## src/rtl/dma_chan_regs.sv

```systemverilog
module dma_chan_regs #(
  parameter int NCH = 8,
  localparam int CW = (NCH > 1) ? $clog2(NCH) : 1,
  localparam int AW = 9 + CW,
  localparam int NW = 2 * NCH
) (
  input  logic          clk,
  input  logic          rst_n,
  input  logic          hst_valid,
  input  logic          hst_write,
  input  logic [AW-1:0] hst_addr,
  input  logic [31:0]   hst_wdata,
  output logic          hst_ready,
  output logic          hst_rvalid,
  output logic [31:0]   hst_rdata,
  input  logic [NW-1:0] eng_done,
  input  logic [NW-1:0] eng_abort,
  output logic [NW-1:0] ch_en_o,
  output logic [NW-1:0] ll_mode_o,
  output logic [NW-1:0] start_o,
  output logic [NW-1:0] irq_done_loc,
  output logic [NW-1:0] irq_done_rmt,
  output logic [NW-1:0] irq_abort_loc,
  output logic [NW-1:0] irq_abort_rmt
);
  localparam int WIW = $clog2(NW);

  localparam logic [7:0] OFF_EN   = 8'h00;
  localparam logic [7:0] OFF_DB   = 8'h04;
  localparam logic [7:0] OFF_LPL  = 8'h10;
  localparam logic [7:0] OFF_LPH  = 8'h14;
  localparam logic [7:0] OFF_CYC  = 8'h18;
  localparam logic [7:0] OFF_CTL  = 8'h34;
  localparam logic [7:0] OFF_ST   = 8'h80;
  localparam logic [7:0] OFF_IST  = 8'h84;
  localparam logic [7:0] OFF_SET  = 8'h88;
  localparam logic [7:0] OFF_CLR  = 8'h8C;

  localparam logic [1:0] ST_IDLE = 2'd0;
  localparam logic [1:0] ST_RUN  = 2'd1;
  localparam logic [1:0] ST_ERR  = 2'd2;
  localparam logic [1:0] ST_DONE = 2'd3;

  logic [7:0]     off;
  logic           dir;
  logic [CW-1:0]  ch;
  logic           hit;
  logic [WIW-1:0] widx;
  logic           wr_acc;
  logic           rd_acc;
  logic [31:0]    rd_word [NW];

  assign off    = hst_addr[7:0];
  assign dir    = hst_addr[8];
  assign ch     = hst_addr[AW-1:9];
  assign hit    = int'(ch) < NCH;
  assign widx   = dir ? WIW'(NCH) + WIW'(ch) : WIW'(ch);
  assign wr_acc = hst_valid && hst_write && hit;
  assign rd_acc = hst_valid && !hst_write;

  assign hst_ready = 1'b1;

  for (genvar i = 0; i < NW; i++) begin : g_win
    logic        en_q, ctl_q, st_q, ist_stop, ist_abt;
    logic [1:0]  cyc_q, state_q;
    logic [31:0] lpl_q, lph_q;
    logic [6:0]  setup_q;
    logic        sel, dis, ring, ev_abt, ev_done, clr_stop, clr_abt;

    assign sel      = wr_acc && (widx == WIW'(i));
    assign dis      = sel && off == OFF_EN && !hst_wdata[0];
    assign ring     = sel && off == OFF_DB && hst_wdata[0] && en_q && state_q != ST_RUN;
    assign ev_abt   = state_q == ST_RUN && !dis && eng_abort[i];
    assign ev_done  = state_q == ST_RUN && !dis && eng_done[i] && !eng_abort[i];
    assign clr_stop = sel && off == OFF_CLR && hst_wdata[0];
    assign clr_abt  = sel && off == OFF_CLR && hst_wdata[2];

    always_ff @(posedge clk or negedge rst_n) begin
      if (!rst_n) begin
        en_q     <= 1'b0;
        ctl_q    <= 1'b0;
        st_q     <= 1'b0;
        ist_stop <= 1'b0;
        ist_abt  <= 1'b0;
        cyc_q    <= 2'b0;
        state_q  <= ST_IDLE;
        lpl_q    <= '0;
        lph_q    <= '0;
        setup_q  <= '0;
      end else begin
        st_q <= ring;
        if (sel && off == OFF_EN)  en_q    <= hst_wdata[0];
        if (sel && off == OFF_CTL) ctl_q   <= hst_wdata[0];
        if (sel && off == OFF_CYC) cyc_q   <= hst_wdata[1:0];
        if (sel && off == OFF_LPL) lpl_q   <= hst_wdata;
        if (sel && off == OFF_LPH) lph_q   <= hst_wdata;
        if (sel && off == OFF_SET) setup_q <= hst_wdata[6:0] & 7'h7D;
        if (dis)          state_q <= ST_IDLE;
        else if (ev_abt)  state_q <= ST_ERR;
        else if (ev_done) state_q <= ST_DONE;
        else if (ring)    state_q <= ST_RUN;
        ist_stop <= (ist_stop && !clr_stop) || ev_done;
        ist_abt  <= (ist_abt && !clr_abt) || ev_abt;
      end
    end

    always_comb begin
      case (off)
        OFF_EN:  rd_word[i] = {31'b0, en_q};
        OFF_LPL: rd_word[i] = lpl_q;
        OFF_LPH: rd_word[i] = lph_q;
        OFF_CYC: rd_word[i] = {30'b0, cyc_q};
        OFF_CTL: rd_word[i] = {31'b0, ctl_q};
        OFF_ST:  rd_word[i] = {30'b0, state_q};
        OFF_IST: rd_word[i] = {29'b0, ist_abt, 1'b0, ist_stop};
        OFF_SET: rd_word[i] = {25'b0, setup_q};
        default: rd_word[i] = 32'b0;
      endcase
    end

    assign ch_en_o[i]       = en_q;
    assign ll_mode_o[i]     = ctl_q;
    assign start_o[i]       = st_q;
    assign irq_done_loc[i]  = ist_stop && setup_q[4] && !setup_q[0];
    assign irq_done_rmt[i]  = ist_stop && setup_q[3] && !setup_q[0];
    assign irq_abort_loc[i] = ist_abt && setup_q[6] && !setup_q[2];
    assign irq_abort_rmt[i] = ist_abt && setup_q[5] && !setup_q[2];


    start_run_chk: assert property (@(posedge clk) disable iff (!rst_n)
      start_o[i] |-> (state_q == ST_RUN && en_q));

    start_single_chk: assert property (@(posedge clk) disable iff (!rst_n)
      start_o[i] |=> !start_o[i]);

    done_state_chk: assert property (@(posedge clk) disable iff (!rst_n)
      (state_q == ST_RUN && eng_done[i] && !eng_abort[i] && !dis) |=> state_q == ST_DONE);

    abort_state_chk: assert property (@(posedge clk) disable iff (!rst_n)
      (state_q == ST_RUN && eng_abort[i] && !dis) |=> state_q == ST_ERR);

    event_wins_chk: assert property (@(posedge clk) disable iff (!rst_n)
      (state_q == ST_RUN && eng_done[i] && !eng_abort[i] && !dis) |=> ist_stop);

    disable_idle_chk: assert property (@(posedge clk) disable iff (!rst_n)
      dis |=> (state_q == ST_IDLE && !en_q && $stable(ist_stop) && $stable(ist_abt)));
  end

  always_ff @(posedge clk or negedge rst_n) begin
    if (!rst_n) begin
      hst_rvalid <= 1'b0;
      hst_rdata  <= '0;
    end else begin
      hst_rvalid <= rd_acc;
      if (rd_acc) hst_rdata <= hit ? rd_word[widx] : 32'b0;
    end
  end


  read_latency_chk: assert property (@(posedge clk) disable iff (!rst_n)
    rd_acc |=> hst_rvalid);

  write_silent_chk: assert property (@(posedge clk) disable iff (!rst_n)
    !rd_acc |=> !hst_rvalid);

  unmapped_zero_chk: assert property (@(posedge clk) disable iff (!rst_n)
    (rd_acc && off == 8'h40) |=> hst_rdata == 32'b0);
endmodule

```

## config.mk

```make
export PLATFORM = sky130hd
export DESIGN_NAME = dma_chan_regs
export DESIGN_NICKNAME = d
export VERILOG_FILES = /design/src/rtl/dma_chan_regs.sv
export SDC_FILE = /design/constraint.sdc
export NUM_CORES = 2
export LEC_CHECK = 0
export ABC_AREA = 1
export BUFFER_PORTS_ARGS = -buffer_cell sky130_fd_sc_hd__buf_2
export CAP_MARGIN = 25
export CORE_ASPECT_RATIO = 0.8
export CORE_MARGIN = 1.5
export CORE_UTILIZATION = 42
export CTS_CLUSTER_DIAMETER = 80
export DETAILED_ROUTE_END_ITERATION = 16
export PLACE_DENSITY = 0.69
export REMOVE_ABC_BUFFERS = 1
export SYNTH_ARGS = -nofsm -noshare
export SYNTH_HDL_FRONTEND = slang
export SYNTH_SLANG_ARGS = --single-unit
export TNS_END_PERCENT = 20
```

## constraint.sdc

```tcl
create_clock -name clk -period 3.85 [get_ports clk]
set_input_delay 0.1925 -clock clk [delete_from_list [all_inputs] [get_ports clk]]
set_output_delay 0.1925 -clock clk [all_outputs]
set_load 0.005 [all_outputs]
```

# After elaboration in Yosys (flattened, before gate mapping)
# Cells that the tools add are included.
# totals
register_bits,1297
output_inout_bits,146
elab_cells,919
# op_classes
addsub,1
order_cmp,1
n_eq_ne,56
muxes,84
n_bitwise,1
reduce_logical,614
# ops
op,count
$pmux W32 S8,16
$logic_and A1 B1 Y1,466
$bmux W32 S4,1
$mux W2,64
$logic_not A1 Y1,98
$mux W32,2
$reduce_bool A4 Y1,16
$eq A2 B1 Y1 const B,16
$eq A4 B4 Y1 const B,8
$eq A8 B8 Y1 const B,4
$logic_or A1 B1 Y1,32
$ne A2 B1 Y1 const B,16
$eq A8 B5 Y1 const B,3
$eq A4 B3 Y1 const B,4
$eq A4 B2 Y1 const B,2
$eq A8 B3 Y1 const B,1
$eq A8 B6 Y1 const B,1
$logic_not A8 Y1,1
$ge A5 B5 Y1 const B,1
$not A4 Y5,1
$add A4 B3 Y4 const A,1
$eq A4 B1 Y1 const B,1
$logic_not A4 Y1,1
$mux W4,1

# Logic depth before layout (Yosys ltp)
# depth
ltp_word,13
depth_mapped,16

# Worst setup path before layout
# OpenSTA, ideal clock, no wires.
# synth_path
path_kind,input to register
start,input port hst_addr[1]
end,register g_win[9].lpl_q[4]
t_arrival_ps,1522
required_ps,3716
setup_slack_ps,2193
stages,9
n_path_buf,3
path_cell_list,nor2_2 nand3_2 nor2_4 buf_2 buf_2 nand2_1 clkbuf_1 nand2_1 o21ai_0
# synth_between
elab_chain_cells,2
# synth_rtl
element,line,rtl
"start, declared",11,"input logic [AW-1:0] hst_addr,"
$eq A8 B5 Y1,95,if (sel && off == OFF_LPL) lpl_q <= hst_wdata;
$logic_and A1 B1 Y1,95,
"end signal, assigned",95,
"end, declared",66,"logic [31:0] lpl_q, lph_q;"
# No other way between the ends.
# A chain may end at the register's enable or synchronous reset.

# Worst setup path after layout
# layout_path
start,input port hst_addr[6]
end,register g_win[3].state_q[1]
# layout_between
elab_chain_cells,10
word_cells_on_any_way,17
cone_classes,1 x eq/ne; 3 x mux; 13 x reduce/logical
# layout_rtl
element,line,rtl
$logic_not A8 Y1,71,assign dis = sel && off == OFF_EN && !hst_wdata[0];
$logic_and A1 B1 Y1 (2 in series),71,
$logic_not A1 Y1,"73, 74",
$logic_and A1 B1 Y1,"73, 74",
$logic_and A1 B1 Y1 (2 in series),74,assign ev_done = state_q == ST_RUN && !dis && eng_done[i] && !eng_abort[i];
$mux W2,100,else if (ev_done) state_q <= ST_DONE;
$mux W2,99,else if (ev_abt) state_q <= ST_ERR;
$mux W2,98,if (dis) state_q <= ST_IDLE;
"end signal, assigned",98,
"end signal, assigned",99,
"end signal, assigned",100,
"end, declared",65,"logic [1:0] cyc_q, state_q;"
# Several ways; a longest one is shown, not always the timed one.

==> impl_metrics.ini <==
[outcome]
outcome = completed

[cts]
cts_tree = yes
clockBufferDepth = 3
cts_max_level = 4
path_clk_slew_ns = 0.06
cts_sinks = 1297
cts_buffers = 134
insertion_delay_ns = 0.78
cts-root-buf = clkbuf_16

[timing]
hold_ws_ns = 0.04696
max_freq_ghz = 0.2936
rsz0062_at_grt = no
fin_skew_ns = 0.02446
period_needed_ns = 3.406
hold_viol = 0
slew_headroom_pct = 29.90
slew_viol_final = 0
setup_viol = 0
setup_tns_ns = 0
worst_pin_slew_ns = 1.052
finalCritPeriodShare_pct = 88.46

[logic_synthesis]
synth_cell_types = 34
ys_seq_elements = 1297
synth.yosys.seq_area_share_pct = 54.53
syn_area_per_cell_um2 = 7.962
synthTopCellsByArea = dfrtp_1 55%, nand2_1 18%, nand3_1 6.9%
synth_top_area_share_pct = 54.53
synth_largest_area_cell = dfrtp_1
syn-cell-area_um2 = 59520
synth_cells = 7475
ys_warn_count = 0

[placed_design]
io_buffers = 224
dp_hpwl_um = 116700
placed_cell_area_um2 = 62180
gp_congestion = 0.9257

[pwr]
peakVddDrop_mv = 0.4561
p_per_area_nw_per_um2 = 433.3
total_power_uw = 29260
leakage_uw = 0.03085

[grt]
grt_use_total_pct = 27.54
grt_antenna_before_repair = 6
grt_overflow = 0
grt_pass1_wl_um = 309200
grt_max_degree = 134
grt_pass1_vias = 50810

[run]
cap_violations = 0

[setup_path]
cp.arrival_ns = 4.03
critPathSlowestCell = nor2_2
cp-end-kind = flop
critPathKind = primary input to flop
critPathMaxFanout = 14
crit_required_ns = 4.47
worst-path-buf-inv = 7
slowest_delay_ns = 0.66
critPathTopFamily = buffers and inverters
crit_path_start_kind = primary input
crit_chain = dlygate4sd3_1 > buf_2 > nor2_2 > dlygate4sd3_1 > nand2_1 > nor2_2 > inv_2 > nor2_1 > inv_2 > nor2_1 > inv_2 > nand4_1 > dlygate4sd3_1 > o311ai_1

[floorplan]
ioPinCount = 226
die_area_um2 = 144000
core-area_um2 = 140700
initial_core_util_pct = 42.31
rows = 123
die_w_um = 423.9
die_y_um = 339.7

[finish]
layout_common_cells = 2793 x nand2_1, 1297 x dfrtp_1, 824 x nand3_1, 717 x o21ai_0, 513 x o21ai_1
mostFrequentLayoutCell = nand2_1
drive_above_1_share_pct = 10.21
area_growth_pct = 13.46
final_area_um2 = 67530
fin_nets = 7522

[route]
dr.pass1.iters = 6
drc = 0
ant_nets = 0
viasPerCell = 5.655
wl_um = 199200
drtIter0Drc = 6930
vias = 53310
routedWlPerCell_um = 21.13

[hold_path]
hold_path.class = primary input to flop
[cell usage after synthesis]
cell type  number
nor4_1          4
nor4_2          9
nand2_1      2795
dfrtp_1      1297
a211oi_2        1
nand3_2         2
o21ai_1       513
nand2_2        30
nand3_1       824
a211oi_1       10
or2_2          21
nor2_1        170
nand3b_1        3
buf_4          57
inv_1         144
nand4_1        61
clkinv_1        3
o211ai_1        5
a31oi_1        16
nor2_2         10
conb_1          1
o21ai_0       717
a31oi_2         1
inv_2          50
a21oi_1       131
nor2_4         16
o311ai_0        3
nor3_1          6
nor3_2          2
o311ai_1        1
buf_1          42
clkbuf_1      373
buf_6           6
buf_2         151
[per-stage QoR]
stage	worst slack [ns]	cells	utilization [%]
floorplan	-18.69	6846	-
global placement	0.8804	9110	44.19
detailed placement	0.8584	9111	44.20
CTS	0.6337	9408	47.83
global route	0.3609	9426	48.01
finish	0.4441	9427	48.01
[layout make-up]
type	count	area (um^2)
clock inverters	49	568.0
diodes	4	10.01
clock buffers	193	3991
repair buffers	460	3836
fillers	13400	73130
flip-flops and latches	1297	32460
inverters	197	753.2
well taps	1875	2346
multi-input cells	5352	23570
[worst register-to-register path, stage by stage (launching register included)]
cell and delay (ns):
dfrtp_1 0.38, nand2_1 0.09, nand3_1 0.07, nand3_1 0.11, a21oi_1 0.08, or2_2 0.34
o21ai_0 0.67, nand2_1 0.12
[cells by family (layout without fill, tap and decap cells)]
family                 Yosys count  after routing  share of synthesized area [%]
other                            1              5                       0.006300
DFF                           1297           1297                          54.53
buffers and inverters          826            899                          5.962
and+or+nand+nor               3953           3953                          27.60
AOI/OAI and AO/OA             1398           1398                          11.90
[where the power goes]
| part | internal, uW | leakage [uW] | switching (uW) |
|---|---|---|---|
| Sequential | 13800 | 0.0179 | 203 |
| Clock | 7910 | 0.00227 | 5640 |
| Combinational | 462 | 0.0107 | 1240 |
| Total | 22200 | 0.0308 | 7080 |
[repair_timing]
action | in CTS | in global routing
resized for setup | 0 | 0
setup buffers | 0 | 0
hold endpoints to repair | 189 | 189
hold buffers | 55 | 7
[flip-flops by register name, indices dropped and copies added (netlist names)]
name            cells
g_win.ctl_q        16
g_win.cyc_q        32
g_win.en_q         16
g_win.ist_abt      16
g_win.ist_stop     16
g_win.lph_q       512
g_win.lpl_q       512
g_win.setup_q      96
g_win.st_q         16
g_win.state_q      32
hst_rdata          32
hst_rvalid          1
[routing by layer]
metal  global-route usage (%)  wire length, um  up-vias  share of wire, %
li1                         -                -    24320                 -
met1                    38.04            82360    25870                41
met2                    42.07            89230     2656                45
met3                    5.623            19380      456               9.7
met4                    11.84             8219        4               4.1
met5                        0               24        -             0.012
[path summary, 6_finish.rpt]
kind | startpoint | to | slack, ns | cells past startpoint
max in group asynchronous | rst_n | g_win[7].lpl_q[0]$_DFFE_PN0P_ | 2.49 | 3
worst min register to register | hst_rdata[14]$_DFFE_PN0P_ | hst_rdata[14]$_DFFE_PN0P_ | 0.47 | 2
worst max register to register | g_win[4].lph_q[7]$_DFFE_PN0P_ | hst_rdata[7]$_DFFE_PN0P_ | 1.84 | 7
worst max-delay path | hst_addr[6] | g_win[3].state_q[1]$_DFFE_PN0P_ | 0.44 | 14
worst min-delay path | hst_addr[2] | g_win[0].st_q$_DFF_PN0_ | 0.05 | 5
min in group asynchronous | rst_n | g_win[14].lph_q[5]$_DFFE_PN0P_ | 0.12 | 2
Power figures use the tool's default switching activity.
